File: src/rtl/blu_pkg.sv
package blu_pkg;
  localparam int PC_W   = 32;
  localparam int CNT_W  = 16;
  localparam int BYTE_W = 8;
  localparam int EXT_W  = 16;
  localparam int SLOT   = 4;
  localparam int BACK   = 2;

  typedef enum logic [1:0] {
    OP_BRANCH = 2'd0,
    OP_LOOP   = 2'd1,
    OP_RETURN = 2'd2,
    OP_NONE   = 2'd3
  } op_e;

  function automatic logic [PC_W-1:0] sext_byte(input logic [BYTE_W-1:0] b);
    return {{(PC_W-BYTE_W){b[BYTE_W-1]}}, b};
  endfunction

  function automatic logic [PC_W-1:0] sext_ext(input logic [EXT_W-1:0] w);
    return {{(PC_W-EXT_W){w[EXT_W-1]}}, w};
  endfunction

  function automatic logic [PC_W-1:0] pick_offset(input logic [BYTE_W-1:0] b,
                                                 input logic [EXT_W-1:0] w);
    return (b != '0) ? sext_byte(b) : sext_ext(w);
  endfunction

  function automatic logic [PC_W-1:0] rel_target(input logic [PC_W-1:0] base,
                                                input logic [PC_W-1:0] off);
    return base - PC_W'(BACK) + off;
  endfunction
endpackage

File: src/rtl/blu_decide.sv
module blu_decide
  import blu_pkg::*;
(
  input  logic [1:0]        op_class,
  input  logic [3:0]        cond_sel,
  input  logic [BYTE_W-1:0] disp_byte,
  input  logic [EXT_W-1:0]  ext_word,
  input  logic              cond_true,
  input  logic [CNT_W-1:0]  loop_count,
  input  logic [PC_W-1:0]   pc_now,
  output logic              move_now,
  output logic [PC_W-1:0]   move_pc,
  output logic              want_push,
  output logic              want_pop,
  output logic [PC_W-1:0]   call_pc,
  output logic              dec_we,
  output logic [CNT_W-1:0]  dec_val
);
  logic [PC_W-1:0] br_off;
  assign br_off  = pick_offset(disp_byte, ext_word);
  assign call_pc = rel_target(pc_now, br_off);

  always_comb begin
    move_now  = 1'b0;
    move_pc   = pc_now;
    want_push = 1'b0;
    want_pop  = 1'b0;
    dec_we    = 1'b0;
    dec_val   = loop_count - CNT_W'(1);
    case (op_e'(op_class))
      OP_BRANCH: begin
        if (cond_sel == 4'd1) begin
          want_push = 1'b1;
        end else begin
          move_now = 1'b1;
          move_pc  = (cond_sel == 4'd0 || cond_true) ? call_pc
                                                     : pc_now - PC_W'(BACK);
        end
      end
      OP_LOOP: begin
        if (!cond_true) begin
          dec_we = 1'b1;
          if (loop_count != '0) begin
            move_now = 1'b1;
            move_pc  = rel_target(pc_now, sext_ext(ext_word));
          end
        end
      end
      OP_RETURN: want_pop = 1'b1;
      default: ;
    endcase
  end
endmodule

File: src/rtl/blu_stack.sv
module blu_stack
  import blu_pkg::*;
#(
  parameter logic [PC_W-1:0] RESET_SP = 32'h0000_8000
)(
  input  logic            clk,
  input  logic            rst_n,
  input  logic            start_push,
  input  logic            start_pop,
  input  logic [PC_W-1:0] ret_addr,
  input  logic [PC_W-1:0] call_pc,
  input  logic            stk_ready,
  input  logic [PC_W-1:0] stk_rdata,
  output logic            stk_req,
  output logic            stk_write,
  output logic [PC_W-1:0] stk_addr,
  output logic [PC_W-1:0] stk_wdata,
  output logic            commit,
  output logic [PC_W-1:0] commit_pc
);
  logic [PC_W-1:0] sp_q;
  logic [PC_W-1:0] tgt_q;

  assign commit    = stk_req && stk_ready;
  assign commit_pc = stk_write ? tgt_q : stk_rdata;

  always_ff @(posedge clk or negedge rst_n) begin
    if (!rst_n) begin
      sp_q      <= RESET_SP;
      tgt_q     <= '0;
      stk_req   <= 1'b0;
      stk_write <= 1'b0;
      stk_addr  <= '0;
      stk_wdata <= '0;
    end else if (commit) begin
      stk_req <= 1'b0;
      sp_q    <= stk_write ? sp_q - PC_W'(SLOT) : sp_q + PC_W'(SLOT);
    end else if (!stk_req && start_push) begin
      stk_req   <= 1'b1;
      stk_write <= 1'b1;
      stk_addr  <= sp_q - PC_W'(SLOT);
      stk_wdata <= ret_addr;
      tgt_q     <= call_pc;
    end else if (!stk_req && start_pop) begin
      stk_req   <= 1'b1;
      stk_write <= 1'b0;
      stk_addr  <= sp_q;
    end
  end

  p_hold_r7: assert property (@(posedge clk) disable iff (!rst_n)
    stk_req && !stk_ready |=> stk_req && $stable(stk_addr) && $stable(stk_wdata) && $stable(stk_write));
  p_push_addr_r5: assert property (@(posedge clk) disable iff (!rst_n)
    commit && stk_write |=> sp_q == $past(stk_addr));
  p_pop_sp_r6: assert property (@(posedge clk) disable iff (!rst_n)
    commit && !stk_write |=> sp_q == $past(stk_addr) + PC_W'(SLOT));
endmodule

File: src/rtl/blu_loop.sv
module blu_loop
  import blu_pkg::*;
(
  input  logic             clk,
  input  logic             rst_n,
  input  logic             fire,
  input  logic [CNT_W-1:0] dec_val,
  output logic             cnt_we,
  output logic [CNT_W-1:0] cnt_wdata
);
  always_ff @(posedge clk or negedge rst_n) begin
    if (!rst_n) begin
      cnt_we    <= 1'b0;
      cnt_wdata <= '0;
    end else begin
      cnt_we <= fire;
      if (fire) cnt_wdata <= dec_val;
    end
  end

  p_pulse_r9: assert property (@(posedge clk) disable iff (!rst_n)
    cnt_we |=> !cnt_we || $past(fire));
endmodule

File: src/rtl/branch_loop_unit.sv
module branch_loop_unit
  import blu_pkg::*;
#(
  parameter logic [PC_W-1:0] RESET_PC = 32'h0000_1000,
  parameter logic [PC_W-1:0] RESET_SP = 32'h0000_8000
)(
  input  logic              clk,
  input  logic              rst_n,
  input  logic              issue_valid,
  input  logic [1:0]        op_class,
  input  logic [3:0]        cond_sel,
  input  logic [BYTE_W-1:0] disp_byte,
  input  logic [EXT_W-1:0]  ext_word,
  input  logic              cond_true,
  input  logic [CNT_W-1:0]  loop_count,
  output logic [PC_W-1:0]   pc,
  output logic              busy,
  output logic              stk_req,
  output logic              stk_write,
  output logic [PC_W-1:0]   stk_addr,
  output logic [PC_W-1:0]   stk_wdata,
  input  logic              stk_ready,
  input  logic [PC_W-1:0]   stk_rdata,
  output logic              cnt_we,
  output logic [CNT_W-1:0]  cnt_wdata
);
  logic            accept;
  logic            move_now, want_push, want_pop, dec_we;
  logic [PC_W-1:0] move_pc, call_pc, commit_pc;
  logic [CNT_W-1:0] dec_val;
  logic            commit;
  logic [PC_W-1:0] pc_q;

  assign busy   = stk_req;
  assign accept = issue_valid && !busy;
  assign pc     = pc_q;

  blu_decide u_decide (
    .op_class(op_class), .cond_sel(cond_sel), .disp_byte(disp_byte),
    .ext_word(ext_word), .cond_true(cond_true), .loop_count(loop_count),
    .pc_now(pc_q), .move_now(move_now), .move_pc(move_pc),
    .want_push(want_push), .want_pop(want_pop), .call_pc(call_pc),
    .dec_we(dec_we), .dec_val(dec_val)
  );

  blu_stack #(.RESET_SP(RESET_SP)) u_stack (
    .clk(clk), .rst_n(rst_n),
    .start_push(accept && want_push), .start_pop(accept && want_pop),
    .ret_addr(pc_q), .call_pc(call_pc),
    .stk_ready(stk_ready), .stk_rdata(stk_rdata),
    .stk_req(stk_req), .stk_write(stk_write), .stk_addr(stk_addr),
    .stk_wdata(stk_wdata), .commit(commit), .commit_pc(commit_pc)
  );

  blu_loop u_loop (
    .clk(clk), .rst_n(rst_n), .fire(accept && dec_we), .dec_val(dec_val),
    .cnt_we(cnt_we), .cnt_wdata(cnt_wdata)
  );

  always_ff @(posedge clk or negedge rst_n) begin
    if (!rst_n)                 pc_q <= RESET_PC;
    else if (commit)            pc_q <= commit_pc;
    else if (accept && move_now) pc_q <= move_pc;
  end

  p_busy_freeze_r7: assert property (@(posedge clk) disable iff (!rst_n)
    busy && !stk_ready |=> $stable(pc) && !cnt_we);
  p_notaken_r4: assert property (@(posedge clk) disable iff (!rst_n)
    accept && op_class == 2'd0 && cond_sel >= 4'd2 && !cond_true |=> pc == $past(pc) - 32'd2);
  p_loop_true_r8: assert property (@(posedge clk) disable iff (!rst_n)
    accept && op_class == 2'd1 && cond_true |=> $stable(pc) && !cnt_we);
  p_loop_dec_r9: assert property (@(posedge clk) disable iff (!rst_n)
    accept && op_class == 2'd1 && !cond_true |=> cnt_we && cnt_wdata == $past(loop_count) - 16'd1);
  p_none_r10: assert property (@(posedge clk) disable iff (!rst_n)
    accept && op_class == 2'd3 |=> $stable(pc) && !busy && !cnt_we);
  p_call_req_r5: assert property (@(posedge clk) disable iff (!rst_n)
    accept && op_class == 2'd0 && cond_sel == 4'd1 |=> busy && stk_write && stk_wdata == $past(pc));
  p_ret_req_r6: assert property (@(posedge clk) disable iff (!rst_n)
    accept && op_class == 2'd2 |=> busy && !stk_write);
endmodule

File: config.mk
export PLATFORM = sky130hd
export DESIGN_NAME = branch_loop_unit
export DESIGN_NICKNAME = d
export VERILOG_FILES = /design/src/rtl/blu_pkg.sv /design/src/rtl/blu_decide.sv /design/src/rtl/blu_stack.sv /design/src/rtl/blu_loop.sv /design/src/rtl/branch_loop_unit.sv
export SDC_FILE = /design/constraint.sdc
export NUM_CORES = 1
export LEC_CHECK = 0
export CORE_ASPECT_RATIO = 0.6
export CORE_MARGIN = 1.5
export CORE_UTILIZATION = 70
export CTS_BUF_LIST = sky130_fd_sc_hd__clkbuf_16
export CTS_CLUSTER_DIAMETER = 40
export DETAILED_ROUTE_END_ITERATION = 8
export DONT_BUFFER_PORTS = 1
export PLACE_DENSITY = 0.86
export SETUP_SLACK_MARGIN = 0.2
export SLEW_MARGIN = 10
export SYNTH_ARGS = -nofsm -noshare
export SYNTH_HDL_FRONTEND = slang
export SYNTH_SLANG_ARGS = --single-unit
File: constraint.sdc
create_clock -name clk -period 7.1 [get_ports clk]
set_clock_uncertainty 0.05 [all_clocks]
set_input_delay 1.42 -clock clk [delete_from_list [all_inputs] [get_ports clk]]
set_output_delay 1.42 -clock clk [all_outputs]
set_load 0.01 [all_outputs]
==> metrics.csv <==
metric,value,unit
IO buf count,0,
maximum clock path buffer count,2,
multiplexer area fraction after synthesis,0.0345,
Final Max Slew Viols,0,
"Seq/Total Area, Yosys",0.345,
cell area after layout,13400,um2
sw frac,0.475,
ys async rst share,1.00,
CP cell instances,inv_1 -> ha_1 -> nand3b_1 -> nor2_1 -> nand3b_1 -> or3_1 -> xnor2_1 -> ha_1 -> nand3_1 -> nor2_1 -> o21ai_0 -> a21oi_1 -> a41o_1 -> a311oi_1 -> xor2_1 -> o22ai_1 -> o22a_1,
Synth Area in Adders,0.0683,
"most common cell after layout, fill and taps aside",nand2_1,
DRC,0,
crit path max fanout,8,
vias in the first global route,11100,
fin crit share,0.827,
Synth Instances,1555,
post-synthesis xor/xnor area fraction,0.107,
WS Path Type,flop to flop,
Antenna Nets Post-Route,0,
most frequent cells in the layout,"nand2_1 (326), dfrtp_1 (172), o21ai_0 (108), nor2_1 (106), a21oi_1 (102)",
Top Ports,199,
post-route insts no fill,1750,
main flop type after synthesis,dfrtp_1,
"EDFF count, synth",0,
Die ar.,19000,um2
"slowest stage delay, CP",0.67,ns
CP endpoint kind,flop,
hold violation count in the final report,0,
fmax,0.170,GHz
Layout Nets,1654,
Rel. slew slack,0.270,
Seq cells post-synth,175,
chip width,177,um
Worst Hold End,u_stack.tgt_q[11],
area occupied by multi-input gates,7900,um2
Yosys warnings,0,
root buf cell,clkbuf_16,
GP Congestion,1.03,
WL final,39600,um
crit path max-delay cell type,a311oi_1,
Num CTS Buffers,17,
uppermost layer routed,met5,
Worst EP required,7.39,ns
reg2reg path depth,17,
initial antenna violation count,1,
Initial DRT Pass Iterations,6,
postcts setup bufs,0,
clock power share,0.170,
Lkg Pwr,6.09,nW
worst r2r dst,pc[31],
Max Cap Viol,0,
Comb pwr share,0.515,
core footprint,17500,um2
met1 WL,16500,um
Vias,12000,
clk slew on worst S/H paths,0.07,ns
status,"complete, no violations",
post-cts resize count,0,
final setup vio count,0,
Tot GR Track Use,0.420,
hold depth,2,
Simple-Gate Fraction of Synth Area,0.220,
first-pass GRT wire length,61000,um
hold path start,u_stack.tgt_q[11],
minimum clock period after layout,5.87,ns
placed cells,1717,
H-Tree Depth,4,
largest family of logic cells by synthesized area,simple AND/OR/NAND/NOR gates,
# rows,37,
CP startpoint kind,flop,
RSZ-0062 raised after global routing,no,
global route total overflow,0,
Starting Density,0.727,
CTS tree,yes,
switching pwr,2.65,mW
crit path DAT,6.16,ns
register area,4380,um2
DP Wirelength,27800,um
Setup TNS,0,ns
pwr/cell area,417,nW/um2
Peak VDD IR,278,uV
synthesis-to-layout area growth,5.38,%
Slew @ Worst Pin,1.09,ns
post-synthesis compound-gate area fraction,0.189,
internal power,2.93,mW
hold_buf cts,0,
Die Y,107,um
Hold Path Class,flop to flop,
number of distinct library cells after synthesis,75,
layout cells sized above 1,0.0561,
metal3 WL,5890,um
area post-placement,12800,um2
clock sink count,175,
fillers,1223,
Reg power frac,0.315,
mapped cell area,12700,um2
DR vias/cell,6.85,
initial drt markers,1697,
Skew-Pair Late Insertion Delay,0.45,ns
largest net degree at the start of global routing,176,
"setup slack, reg-to-reg",1.23,ns
Routed WL per cell,22.6,um
Worst R2R Start,pc[1],
synthesized area per cell,8.16,um2
met2 WL,16300,um
-- cell families (layout without fill, tap and decap cells) --
kind of cell,Yosys count,after routing
xor gates and xnor gates,155,155
and+or+nand+nor,619,619
adders and majority gates,68,68
AOI/OAI and AO/OA,383,383
DFF,175,175
buffers and inverters,112,71
muxes,42,42
other,1,3
-- per-stage QoR --
stage | hold WS [ns] | power, mW | utilization | setup slack, ns
finish | 0.425 | 5.58 | 0.766 | 1.23
floorplan | 0.383 | 3.78 | - | 1.47
detailed placement | 0.411 | 4.48 | 0.732 | 0.989
global route | 0.443 | 5.90 | 0.766 | 1.07
CTS | 0.426 | 5.45 | 0.764 | 1.40
global placement | 0.398 | 4.42 | 0.732 | 1.11
-- cells in the mapped netlist, types with 6 or more instances --
cell type	instances	area [um2]
o22ai_1	7	43.8
or4_1	6	45.0
nand2_1	328	1230
nand4_1	7	43.8
a211oi_1	10	75.1
and2_1	10	62.6
mux2_2	14	158
buf_1	6	22.5
xnor2_1	72	631
nor4_1	14	87.6
o21ai_0	108	541
nand3_1	40	200
o221ai_1	6	52.6
ha_1	66	826
nor2_1	107	402
and4_1	8	70.1
xor2_1	83	727
dfrtp_1	173	4330
a21o_1	38	285
a32oi_1	6	52.6
or3_1	7	43.8
mux2i_1	28	280
nor2b_1	8	50.1
a31oi_1	15	93.8
clkbuf_1	72	270
o211ai_1	11	82.6
nor3_1	33	165
a21oi_1	102	510
nand2b_1	10	62.6
and3_1	13	81.3
inv_1	27	101
o21a_1	9	67.6
o31ai_1	10	75.1
-- critical path: cells and delay by family, from the launching register on --
kind	cells	cell delay (ns)
AOI/OAI and AO/OA	6	1.88
xor gates and xnor gates	2	0.64
adders and majority gates	2	0.74
buffers and inverters	1	0.28
DFF	1	0.54
and+or+nand+nor	6	1.59
-- sequential cells by signal, summed over array words and instances (netlist names) --
register,cells
u_stack.stk_req,1
u_stack.stk_wdata,32
u_loop.cnt_wdata,16
u_stack.tgt_q,32
pc,32
u_stack.sp_q,30
u_stack.stk_addr,30
u_stack.stk_write,1
u_loop.cnt_we,1
-- metal layers --
layer  vias to the layer above  GRT usage
li1                       5363          -
met1                      5644      0.617
met2                       890      0.593
met3                        93      0.131
met4                         2      0.114
met5                         -          0
-- worst max path at each step --
stage | slack, ns | endpoint | startpoint | cells after the start
2_1_floorplan | 1.47 | pc[30] | disp_byte[7] | 20
3_3_place_gp | 1.11 | pc[25] | disp_byte[5] | 16
3_5_place_dp | 0.99 | pc[25] | disp_byte[5] | 16
4_1_cts | 1.40 | pc[25] | disp_byte[5] | 16
5_1_grt | 1.07 | pc[30] | disp_byte[5] | 16
6_report | 1.23 | pc[31] | pc[1] | 17
-- power by group through the flow --
| stage | Sequential, mW | Combinational, mW | Clock, mW |
|---|---|---|---|
| floorplan | 1.59 | 2.19 | 0 |
| global placement | 1.74 | 2.68 | 0 |
| detailed placement | 1.75 | 2.73 | 0 |
| CTS | 1.74 | 2.77 | 0.947 |
| global route | 1.79 | 3.13 | 0.988 |
| finish | 1.76 | 2.87 | 0.950 |
-- cell type report --
class,count,area share
Antenna cell,1,0.000187
Clock buffer,17,0.0318
Clock inverter,14,0.0107
Inverter,27,0.00758
Multi-Input combinational cell,1269,0.591
Sequential cell,175,0.328
Tap cell,234,0.0219
Timing Repair Buffer,13,0.00880
Note: power is estimated with default switching activity, not from simulation.
